$ cat src/rtl/hbus_pkg.sv
package hbus_pkg;

  typedef enum logic {
    MODE_SEPARATE = 1'b0,
    MODE_SHARED   = 1'b1
  } bus_mode_e;

  // read condition for the present bus style
  function automatic logic rd_cond(bus_mode_e m, logic cs_n, logic rd_n, logic wr_n);
    if (m == MODE_SHARED) return !cs_n && !rd_n;
    else                  return !cs_n && !wr_n && rd_n;
  endfunction

  // write condition for the present bus style
  function automatic logic wr_cond(bus_mode_e m, logic cs_n, logic rd_n, logic wr_n);
    if (m == MODE_SHARED) return !cs_n && !wr_n;
    else                  return !cs_n && !wr_n && !rd_n;
  endfunction

endpackage

$ cat src/rtl/hbus_sync.sv
module hbus_sync #(
  parameter int W       = 1,
  parameter int STAGES  = 2,
  parameter logic RST_V = 1'b0
) (
  input  logic         clk,
  input  logic         rst,
  input  logic [W-1:0] d,
  output logic [W-1:0] q
);
  logic [W-1:0] chain [STAGES];

  genvar g;
  generate
    for (g = 0; g < STAGES; g++) begin : g_stage
      always_ff @(posedge clk) begin
        if (rst) chain[g] <= {W{RST_V}};
        else if (g == 0) chain[g] <= d;
        else chain[g] <= chain[(g == 0) ? 0 : g-1];
      end
    end
  endgenerate

  assign q = chain[STAGES-1];
endmodule

$ cat src/rtl/hbus_mode_det.sv
module hbus_mode_det
  import hbus_pkg::*;
(
  input  logic      clk,
  input  logic      rst,
  input  logic      ale_s,
  output bus_mode_e mode
);
  logic ale_prev;

  always_ff @(posedge clk) begin
    if (rst) begin
      ale_prev <= 1'b1;
      mode     <= MODE_SEPARATE;
    end else begin
      ale_prev <= ale_s;
      if (ale_s && !ale_prev) mode <= MODE_SHARED;
    end
  end
endmodule

$ cat src/rtl/hbus_addr_sel.sv
module hbus_addr_sel
  import hbus_pkg::*;
#(
  parameter int AW = 4
) (
  input  logic          clk,
  input  logic          rst,
  input  bus_mode_e     mode,
  input  logic          ale_s,
  input  logic [AW-1:0] data_lo_s,
  input  logic [AW-1:0] pin_addr_s,
  output logic [AW-1:0] addr
);
  logic [AW-1:0] latched;

  always_ff @(posedge clk) begin
    if (rst)        latched <= '0;
    else if (ale_s) latched <= data_lo_s;
  end

  assign addr = (mode == MODE_SHARED) ? latched : pin_addr_s;
endmodule

$ cat src/rtl/hbus_access.sv
module hbus_access
  import hbus_pkg::*;
#(
  parameter int AW = 4,
  parameter int DW = 8
) (
  input  logic          clk,
  input  logic          rst,
  input  bus_mode_e     mode,
  input  logic          cs_n_s,
  input  logic          rd_n_s,
  input  logic          wr_n_s,
  input  logic [AW-1:0] addr_s,
  input  logic [DW-1:0] din_s,
  input  logic [DW-1:0] reg_rdata,
  output logic [AW-1:0] reg_addr,
  output logic [DW-1:0] reg_wdata,
  output logic          reg_we,
  output logic          reg_re,
  output logic [DW-1:0] d_out,
  output logic          d_oe
);
  logic          rd_now, wr_now;
  logic          rd_q, wr_q, rd_pend, dvalid;
  logic [AW-1:0] addr_p;
  logic [DW-1:0] din_p;
  logic          wr_end, rd_start, want_rd;

  assign rd_now   = rd_cond(mode, cs_n_s, rd_n_s, wr_n_s);
  assign wr_now   = wr_cond(mode, cs_n_s, rd_n_s, wr_n_s);
  assign wr_end   = wr_q && !wr_now;
  assign rd_start = rd_now && !rd_q;
  assign want_rd  = (rd_start || rd_pend) && rd_now;

  always_ff @(posedge clk) begin
    if (rst) begin
      rd_q      <= 1'b0;
      wr_q      <= 1'b0;
      rd_pend   <= 1'b0;
      dvalid    <= 1'b0;
      addr_p    <= '0;
      din_p     <= '0;
      reg_addr  <= '0;
      reg_wdata <= '0;
      reg_we    <= 1'b0;
      reg_re    <= 1'b0;
      d_out     <= '0;
      d_oe      <= 1'b0;
    end else begin
      rd_q    <= rd_now;
      wr_q    <= wr_now;
      addr_p  <= addr_s;
      din_p   <= din_s;
      reg_we  <= wr_end;
      reg_re  <= want_rd && !wr_end;
      rd_pend <= want_rd && wr_end;
      if (wr_end) begin
        reg_addr  <= addr_p;
        reg_wdata <= din_p;
      end else if (want_rd) begin
        reg_addr  <= addr_s;
      end
      if (reg_re) d_out <= reg_rdata;
      dvalid <= rd_now && (dvalid || reg_re);
      d_oe   <= rd_now && (dvalid || reg_re);
    end
  end
endmodule

$ cat src/rtl/hbus_port.sv
module hbus_port
  import hbus_pkg::*;
#(
  parameter int AW      = 4,
  parameter int DW      = 8,
  parameter int SYNC_ST = 2
) (
  input  logic          clk,
  input  logic          rst,
  input  logic          bus_cs_n,
  input  logic          bus_ale,
  input  logic          bus_rd_n,
  input  logic          bus_wr_n,
  input  logic [AW-1:0] bus_addr,
  input  logic [DW-1:0] bus_d_in,
  output logic [DW-1:0] bus_d_out,
  output logic          bus_d_oe,
  output logic          mux_mode,
  output logic [AW-1:0] reg_addr,
  output logic [DW-1:0] reg_wdata,
  output logic          reg_we,
  output logic          reg_re,
  input  logic [DW-1:0] reg_rdata
);
  localparam int CW = 4;
  localparam int PW = AW + DW;

  logic [CW-1:0] ctl_s;
  logic [PW-1:0] pay_s;
  logic          cs_n_s, ale_s, rd_n_s, wr_n_s;
  logic [AW-1:0] pin_addr_s, sel_addr;
  logic [DW-1:0] din_s;
  bus_mode_e     mode;

  hbus_sync #(.W(CW), .STAGES(SYNC_ST), .RST_V(1'b1)) i_sync_ctl (
    .clk(clk), .rst(rst),
    .d({bus_cs_n, bus_ale, bus_rd_n, bus_wr_n}),
    .q(ctl_s)
  );

  hbus_sync #(.W(PW), .STAGES(SYNC_ST), .RST_V(1'b0)) i_sync_pay (
    .clk(clk), .rst(rst),
    .d({bus_addr, bus_d_in}),
    .q(pay_s)
  );

  assign {cs_n_s, ale_s, rd_n_s, wr_n_s} = ctl_s;
  assign pin_addr_s = pay_s[PW-1:DW];
  assign din_s      = pay_s[DW-1:0];

  hbus_mode_det i_mode (
    .clk(clk), .rst(rst), .ale_s(ale_s), .mode(mode)
  );

  hbus_addr_sel #(.AW(AW)) i_addr (
    .clk(clk), .rst(rst), .mode(mode), .ale_s(ale_s),
    .data_lo_s(din_s[AW-1:0]), .pin_addr_s(pin_addr_s), .addr(sel_addr)
  );

  hbus_access #(.AW(AW), .DW(DW)) i_acc (
    .clk(clk), .rst(rst), .mode(mode),
    .cs_n_s(cs_n_s), .rd_n_s(rd_n_s), .wr_n_s(wr_n_s),
    .addr_s(sel_addr), .din_s(din_s), .reg_rdata(reg_rdata),
    .reg_addr(reg_addr), .reg_wdata(reg_wdata),
    .reg_we(reg_we), .reg_re(reg_re),
    .d_out(bus_d_out), .d_oe(bus_d_oe)
  );

  assign mux_mode = (mode == MODE_SHARED);
endmodule

$ cat config.mk
export PLATFORM = sky130hd
export DESIGN_NAME = hbus_port
export DESIGN_NICKNAME = d
export VERILOG_FILES = /design/src/rtl/hbus_pkg.sv /design/src/rtl/hbus_sync.sv /design/src/rtl/hbus_mode_det.sv /design/src/rtl/hbus_addr_sel.sv /design/src/rtl/hbus_access.sv /design/src/rtl/hbus_port.sv
export SDC_FILE = /design/constraint.sdc
export NUM_CORES = 1
export LEC_CHECK = 0
export BUFFER_PORTS_ARGS = -buffer_cell sky130_fd_sc_hd__buf_2
export CELL_PAD_IN_SITES_DETAIL_PLACEMENT = 0
export CELL_PAD_IN_SITES_GLOBAL_PLACEMENT = 1
export CORE_ASPECT_RATIO = 0.9
export CORE_MARGIN = 8
export CORE_UTILIZATION = 35
export CTS_CLUSTER_SIZE = 16
export DETAILED_ROUTE_END_ITERATION = 10
export PLACE_DENSITY_LB_ADDON = 0.1
export SETUP_SLACK_MARGIN = 0.3
export SYNTH_ARGS = -nofsm -noshare
export SYNTH_HDL_FRONTEND = slang
export SYNTH_SLANG_ARGS = --single-unit
export TNS_END_PERCENT = 10
$ cat constraint.sdc
create_clock -name clk -period 1.4 [get_ports clk]
set_input_delay 0.07 -clock clk [delete_from_list [all_inputs] [get_ports clk]]
set_output_delay 0.07 -clock clk [all_outputs]
set_load 0.03 [all_outputs]
Word level (Yosys, flattened, before mapping)
Memory sizes are Yosys's and may differ from the RTL's.
Cells that the tools add are included.
W data, S select, Z words.
{"block": "word_totals", "word_cells": 53, "reg_bits": 44, "ramBits": 32, "mem_count": 2}
{"block": "classes", "mux": 12, "n_reduce_logical": 21, "n_bitwise": 4}
{"memory": "i_sync_pay.chain", "depth": 2, "width": 12, "read_ports": 2, "rd_ports_with_merged_regs": 0, "write_ports": 2, "line_no": "hbus_sync.sv:11", "rtl": "logic [W-1:0] chain [STAGES];"}
{"memory": "i_sync_ctl.chain", "depth": 2, "width": 4, "read_ports": 2, "rd_ports_with_merged_regs": 0, "write_ports": 2, "line_no": "hbus_sync.sv:11"}
{"cell": "$mux W12", "count": 2}
{"cell": "$mux W4", "count": 5}
{"cell": "$logic_and A1 B1 Y1", "count": 11}
{"cell": "$logic_not A1 Y1", "count": 7}
{"cell": "$mux W1", "count": 5}
{"cell": "$or A1 B1 Y1", "count": 4}
{"cell": "$logic_or A1 B1 Y1", "count": 2}
{"cell": "$reduce_bool A2 Y1", "count": 1}

Depth between registers and ports, before layout
Gate-level depths: netlist (run 1).
{"block": "depth", "depth_word": 9, "ltp_mapped": 6}

By module
A second synthesis (run 1) with hierarchy kept.
{"block": "hier_totals", "cells_unflattened": 206, "area_unflattened_um2": 2453.6}
{"mod": "hbus_access", "cells_per_inst": 117, "instances": 1, "area_each_um2": 1293.7}
{"mod": "hbus_sync at i_sync_pay", "cells_per_inst": 50, "instances": 1, "area_each_um2": 693.2}
{"mod": "hbus_sync at i_sync_ctl", "cells_per_inst": 16, "instances": 1, "area_each_um2": 210.2}
{"mod": "hbus_addr_sel", "cells_per_inst": 17, "instances": 1, "area_each_um2": 191.4}
{"mod": "hbus_mode_det", "cells_per_inst": 6, "instances": 1, "area_each_um2": 65.1}

Worst setup path after synthesis (run 1)
No wires, ideal clock.
{"block": "synth_timing", "path_type": "flip-flop to flip-flop", "startpoint": "reg i_mode.mode", "endpoint": "reg i_acc.reg_addr[0]", "required_ns": 1.280, "slack_ns": -0.231, "arrival_ns": 1.511, "stages_incl_launch_ff": 6, "path_cell_list": "dfxtp_1 buf_6 or3b_4 a221o_1 nand4b_1 nand3_1"}
{"block": "synth_via", "elab_chain_len": 5, "word_cells_on_any_way": 11, "classes_between": "5 x mux; 6 x reduce/logical"}
{"item": "start, declared", "line_no": "hbus_mode_det.sv:7", "rtl": "output bus_mode_e mode"}
{"item": "start signal, assigned", "line_no": "hbus_mode_det.sv:14", "rtl": "mode <= MODE_SEPARATE;"}
{"item": "start signal, assigned", "line_no": "hbus_mode_det.sv:17", "rtl": "if (ale_s && !ale_prev) mode <= MODE_SHARED;"}
{"item": "$mux W1", "line_no": "hbus_pkg.sv:10", "rtl": "if (m == MODE_SHARED) return !cs_n && !rd_n;"}
{"item": "$logic_and A1 B1 Y1", "line_no": "hbus_access.sv:32", "rtl": "assign rd_start = rd_now && !rd_q;"}
{"item": "$logic_or A1 B1 Y1", "line_no": "hbus_access.sv:33", "rtl": "assign want_rd = (rd_start || rd_pend) && rd_now;"}
{"item": "$logic_and A1 B1 Y1", "line_no": "hbus_access.sv:33"}
{"item": "$reduce_bool A2 Y1 (no line)"}
{"item": "end signal, assigned", "line_no": "hbus_access.sv:58", "rtl": "reg_addr <= addr_p;"}
{"item": "end signal, assigned", "line_no": "hbus_access.sv:61", "rtl": "reg_addr <= addr_s;"}
{"item": "end, declared", "line_no": "hbus_access.sv:16", "rtl": "output logic [AW-1:0] reg_addr,"}
Parallel ways exist; a longest one is shown, timed or not. The select of a mux whose other input is x is not followed.
A chain may end at the register's enable or synchronous reset.

Worst setup path in the final report (run 1)
{"block": "layout_timing", "startpoint": "reg i_mode.mode", "endpoint": "reg i_acc.reg_addr[1]"}
Same word-level chain as after synthesis.

==> impl_metrics.json, run 1 <==
{
  "slew_viol_final": 0,
  "cts_tree": "built",
  "final_cells": 393,
  "grt_pass1_vias": 1718,
  "timing.final.crit_period_ns": 1.438,
  "netlist_top_cells_area": "dfxtp_1 (64%), nor2b_1 (8.7%), mux2i_1 (6.7%)",
  "syn_inst": 219,
  "ctsLongestPathBuffers": 2,
  "placementRows": 28,
  "end_kind": "register",
  "slew_headroom_pct": 60.61,
  "yosys.area.top_type": "dfxtp_1",
  "ys_ff_latch": 76,
  "yosysWarnings": 0,
  "violations": "setup timing",
  "ys_types": 25,
  "min_period_over_period_pct": 102.7,
  "whs_ns": 0.2338,
  "path_cells": "or3b_4 > a221o_1 > nand4b_1 > nand3_1",
  "core_area_mm2": 0.006586,
  "clock_latency_ns": 0.33,
  "worstSetupPathType": "reg2reg",
  "run_status": "finished with violations",
  "stdcell_area_mm2": 0.003243,
  "grt-ovfl-total": 0,
  "die_w_um": 103.0,
  "post_drt_wl_per_cell_um": 11.37,
  "dr.pass1.iters": 5,
  "die_h_um": 94.33,
  "maxCapViolCount": 0,
  "avgSynthCellArea_um2": 10.90,
  "power.leakage_nw": 1.360,
  "layout.nets": 324,
  "synth_top_area_share_pct": 63.77,
  "hold_viol": 0,
  "netlist_area_mm2": 0.002386,
  "drt-initial-drc-count": 48,
  "root_buffer": "clkbuf_8",
  "yosysSeqAreaShare_pct": 63.77,
  "fmax_mhz": 695.5,
  "setup-violations-final": 4,
  "arrival_ns": 1.65,
  "post_cts_buffers": 0,
  "clk_pin_slew_ns": 0.07,
  "syn_nets": 245,
  "n_antenna_cell": 0,
  "antenna_left": 0,
  "peakVddDrop_mv": 0.5526,
  "vias": 1618,
  "die_area_mm2": 0.009719,
  "portBuffers": 49,
  "p_per_area_mw_per_mm2": 1257,
  "cts_max_level": 3,
  "hold_class": "in2reg",
  "crit_path_max_incr_delay_ns": 0.39,
  "initial_core_util_pct": 36.23,
  "cp-start-kind": "register",
  "io_pins": 50,
  "post_dp_cell_area_mm2": 0.002784,
  "syn_to_final_growth_pct": 35.92,
  "mostFrequentLayoutCell": "dfxtp_1",
  "finClkSkew_ns": 0.005049,
  "antenna_found_initial": 0,
  "grt_pass1_wl_um": 7783,
  "drive_gt1_share_pct": 28.71,
  "grt_max_degree": 35,
  "crit_path_top_delay_cell": "or3b_4",
  "final_cell_mix": "dfxtp_1 (74), buf_2 (48), nor2b_1 (33), dlygate4sd3_1 (24), nor2_1 (18)",
  "numCtsBuffers": 9,
  "worst_pin_slew_ns": 0.5908,
  "drc": 0,
  "track_usage_pct": 10.11,
  "routed_wl_um": 4469,
  "cts.sinks": 76,
  "dpl.hpwl_um": 2959,
  "gp_congestion": 0.7057,
  "crit_required_ns": 1.61,
  "worst_slack_ns": -0.03778,
  "dp_cells": 353,
  "rsz0062_at_grt": "true",
  "vias_per_cell": 4.117,
  "critPathMaxFanout": 6
}
[repair_timing]
action,4_1_cts,5_1_grt
pin swaps,2,1
gates resized for setup,3,1
hold buffers,24,0
endpoints found under the setup margin,18,18
hold endpoints to repair,24,0
[power breakdown]
group	total [W]	switching, W	internal, W
Clock	0.00163	0.000761	0.000870
Combinational	0.000207	0.0000797	0.000127
Sequential	0.00224	0.0000203	0.00222
Total	0.00408	0.000861	0.00321
[through the flow]
stage / util [%] / power [W] / TNS (ns) / worst slack (ns)
after floorplan: - / 0.002378 / -0.6966 / -0.1431
after global placement: 42.27 / 0.002441 / -0.04076 / -0.01123
after detailed placement: 42.27 / 0.002444 / -0.1294 / -0.03679
after CTS: 49.07 / 0.004135 / -0.06087 / -0.02077
after global routing: 49.24 / 0.004268 / -0.9122 / -0.1147
final: 49.24 / 0.004075 / -0.1044 / -0.03778
[flip-flops by register name, summed over array words and instances, names as in the netlist]
signal and count:
i_acc.din_p 8, i_acc.rd_pend 1, i_acc.d_out 8, i_acc.reg_wdata 8
i_mode.ale_prev 1, i_acc.reg_we 1, i_addr.latched 4, i_acc.reg_re 1
i_acc.addr_p 4, i_sync_ctl.chain 8, i_sync_pay.chain 24, i_mode.mode 1
i_acc.d_oe 1, i_acc.reg_addr 4, i_acc.wr_q 1, i_acc.rd_q 1
[final cells by class]
cell class | instances | area, um2
fill | 681 | 3343
clock inverter | 6 | 62.56
tap | 90 | 112.6
multi-input combinational | 128 | 807.0
clock buffer | 10 | 137.6
inverter | 2 | 7.507
sequential | 76 | 1526
timing repair buffer | 81 | 589.3
[worst max-delay path, delay by kind of cell, from the launching register on]
family / cells / cell delay, ns
flops: 1 / 0.34
compound gates: 1 / 0.39
simple gates: 3 / 0.58
[synthesized netlist by cell type (all sizes together)]
| cell | instances |
|---|---|
| dfxtp | 76 |
| nor2b | 33 |
| nor2 | 18 |
| mux2i | 16 |
| nand2 | 16 |
| clkbuf | 10 |
| a21oi | 9 |
| or2 | 9 |
| nand3 | 8 |
| nand3b | 4 |
| nand4b | 4 |
| buf | 3 |
| inv | 2 |
| nor3 | 2 |
| a211oi | 1 |
| a221o | 1 |
| a221oi | 1 |
| nand2b | 1 |
| nor4 | 1 |
| o21a | 1 |
| o31a | 1 |
| o31ai | 1 |
| or3b | 1 |
[logic make-up (layout without fill, tap and decap cells)]
group	Yosys count	count (layout)	share of synthesized area, %
mux	16	16	6.712
simple gates	97	97	22.18
compound gates	15	15	4.457
flops	76	76	63.77
buf+inv	15	99	2.884
[layer usage]
| layer | up-vias | wire [um] | track usage (%) |
|---|---|---|---|
| li1 | 870 | - | - |
| met1 | 705 | 2187 | 11.86 |
| met2 | 37 | 1986 | 16.38 |
| met3 | 6 | 238 | 2.941 |
| met4 | 0 | 57 | 5.415 |
| met5 | - | 0 | 0 |
[final timing paths]
check / from / endpoint / slack, ns / depth (start not counted)
max reg2reg: i_mode.mode / i_acc.reg_addr[1] / -0.04 / 4
min: rst / i_mode.mode / 0.23 / 2
max: i_mode.mode / i_acc.reg_addr[1] / -0.04 / 4
min reg2reg: i_sync_ctl.chain[0][1] / i_sync_ctl.chain[1][1] / 0.41 / 1
Power figures use the tool's default switching activity.
==> run 2, diff against run 1 <==
--- a/config.mk
+++ b/config.mk
@@ -5,12 +5,12 @@
 export SDC_FILE = /design/constraint.sdc
 export NUM_CORES = 1
 export LEC_CHECK = 0
-export BUFFER_PORTS_ARGS = -buffer_cell sky130_fd_sc_hd__buf_2
+export BUFFER_PORTS_ARGS = -buffer_cell sky130_fd_sc_hd__clkbuf_2
 export CELL_PAD_IN_SITES_DETAIL_PLACEMENT = 0
 export CELL_PAD_IN_SITES_GLOBAL_PLACEMENT = 1
 export CORE_ASPECT_RATIO = 0.9
-export CORE_MARGIN = 8
 export CORE_UTILIZATION = 35
+export CTS_CLUSTER_DIAMETER = 50
 export CTS_CLUSTER_SIZE = 16
 export DETAILED_ROUTE_END_ITERATION = 10
 export PLACE_DENSITY_LB_ADDON = 0.1
==> run 2 against run 1 <==
Compared with the run above: the run still ends with setup timing left; global-route usage is 2.6 points higher; routed wire length decreased by 12%; non-clock buffer count unchanged; register-to-register slack improved by 0.03 ns; critical path type unchanged.
==> impl_metrics.json, run 2 (synthesized netlist as in run 1, its figures left out) <==
{
  "cts_max_level": 3,
  "clock_latency_ns": 0.33,
  "worstSetupPathType": "reg2reg",
  "maxCapViolCount": 0,
  "hold_start": "rst",
  "ctsLongestPathBuffers": 2,
  "setup-violations-final": 1,
  "n_antenna_cell": 0,
  "rsz0062_at_grt": "true",
  "final_cell_mix": "dfxtp_1 (73), clkbuf_2 (47), nor2b_1 (32), dlygate4sd3_1 (24), nor2_1 (18)",
  "track_usage_pct": 12.71,
  "crit_required_ns": 1.63,
  "cp-start-kind": "register",
  "numCtsBuffers": 9,
  "core_area_mm2": 0.006586,
  "drt-initial-drc-count": 68,
  "post_dp_cell_area_mm2": 0.002751,
  "min_path_cells": 3,
  "drive_gt1_share_pct": 30.03,
  "cts_tree": "built",
  "reg2reg_setup_slack_ns": -0.005,
  "post-route-util_pct": 49.70,
  "grt_pass1_wl_um": 6706,
  "die_h_um": 80.33,
  "reg2regPathDepth": 4,
  "finClkSkew_ns": 0.006577,
  "r2r_end": "i_acc.reg_addr[0]",
  "clk_pin_slew_ns": 0.08,
  "stdcell_area_mm2": 0.003273,
  "whs_ns": 0.1751,
  "min_period_over_period_pct": 100.4,
  "run_status": "finished with violations",
  "vias": 1606,
  "dr.pass1.iters": 4,
  "finalPower_w": 0.004122,
  "die_w_um": 89.03,
  "initial_core_util_pct": 36.23,
  "worst_pin_slew_ns": 0.3472,
  "slew_viol_final": 0,
  "fmax_mhz": 711.8,
  "timing.rr.start": "i_mode.mode",
  "portBuffers": 49,
  "p_per_area_mw_per_mm2": 1259,
  "syn_to_final_growth_pct": 37.18,
  "hold_class": "in2reg",
  "vias_per_cell": 4.087,
  "largest_reg_flops": 24,
  "gp_congestion": 0.7099,
  "layout.nets": 324,
  "post_drt_wl_per_cell_um": 10.02,
  "slew_headroom_pct": 76.85,
  "mostFrequentLayoutCell": "dfxtp_1",
  "grt_pass1_vias": 1497,
  "met2_usage_pct": 19.23,
  "power.leakage_nw": 1.356,
  "placementRows": 28,
  "antenna_left": 0,
  "routed_wl_um": 3939,
  "grt_max_degree": 53,
  "antenna_found_initial": 0,
  "peakVddDrop_mv": 0.6678,
  "dpl.hpwl_um": 2453,
  "arrival_ns": 1.63,
  "violations": "setup timing",
  "grtUsageMet3_pct": 6.578,
  "grt-ovfl-total": 0,
  "top_register": "i_sync_pay.chain",
  "root_buffer": "clkbuf_8",
  "die_area_mm2": 0.007152,
  "worst_slack_ns": -0.004973,
  "timing.final.crit_period_ns": 1.405,
  "io_pins": 50,
  "grt-busiest-layer": "met2",
  "cts.sinks": 76,
  "critPathMaxFanout": 6,
  "met1_usage_pct": 15.10,
  "end_kind": "register",
  "min_to": "i_acc.din_p[2]",
  "fillCellCount": 624,
  "drc": 0,
  "hold_viol": 0
}
[run 2: worst max path at each step]
stage	start	to	slack (ns)	cells after the start
final	i_mode.mode	i_acc.reg_addr[0]	-0.005	4
after global routing	i_sync_ctl.chain[1][1]	i_acc.reg_addr[3]	-0.08	4
after CTS	i_mode.mode	i_acc.reg_addr[0]	-0.008	4
after detailed placement	i_sync_ctl.chain[1][1]	i_acc.reg_addr[0]	-0.05	4
after global placement	i_mode.mode	i_acc.reg_addr[0]	-0.02	4
after floorplan	i_mode.mode	i_acc.reg_addr[0]	-0.14	5
[run 2: power breakdown]
group | internal [W] | leakage, nW | switching, W
logic | 0.000129 | 0.629 | 0.0000804
clock network | 0.000923 | 0.106 | 0.000752
registers | 0.00222 | 0.622 | 0.0000196
[run 2: per-layer routing]
layer	vias to the layer above	wire length, um
met4	0	57
li1	871	-
met5	-	0
met1	689	1945
met3	5	210
met2	41	1725
[run 2: per-stage QoR]
step	std cells	TNS, ns	setup slack (ns)
2_1_floorplan	219	-0.6966	-0.1431
3_3_place_gp	352	-0.06022	-0.01731
3_5_place_dp	352	-0.1669	-0.04724
4_1_cts	393	-0.009473	-0.008191
5_1_grt	393	-0.3134	-0.07634
6_report	393	-0.004973	-0.004973
[run 2: area by class of cell]
cell class | count | area, um2 | area share [%]
clock buffer | 11 | 151.4 | 4.625
clock inverter | 5 | 60.06 | 1.835
timing repair buffer | 81 | 595.6 | 18.20
tap | 90 | 112.6 | 3.440
multi-input combinational | 128 | 818.3 | 25.00
inverter | 2 | 7.507 | 0.2294
sequential | 76 | 1528 | 46.67
[run 2: what timing repair did]
action | 4_1_cts | 5_1_grt
endpoints found under the setup margin | 18 | 19
hold endpoints to repair | 24 | 0
hold buffers | 24 | 0
gates resized for setup | 14 | 2
setup buffers | 1 | 0
pin swaps | 6 | 0
[run 2: critical path, cell delays in order, from the launching register on]
cell and delay, ns:
dfxtp_4 0.34, or3b_4 0.38, a221o_1 0.38, nand4b_1 0.13, nand3_1 0.07
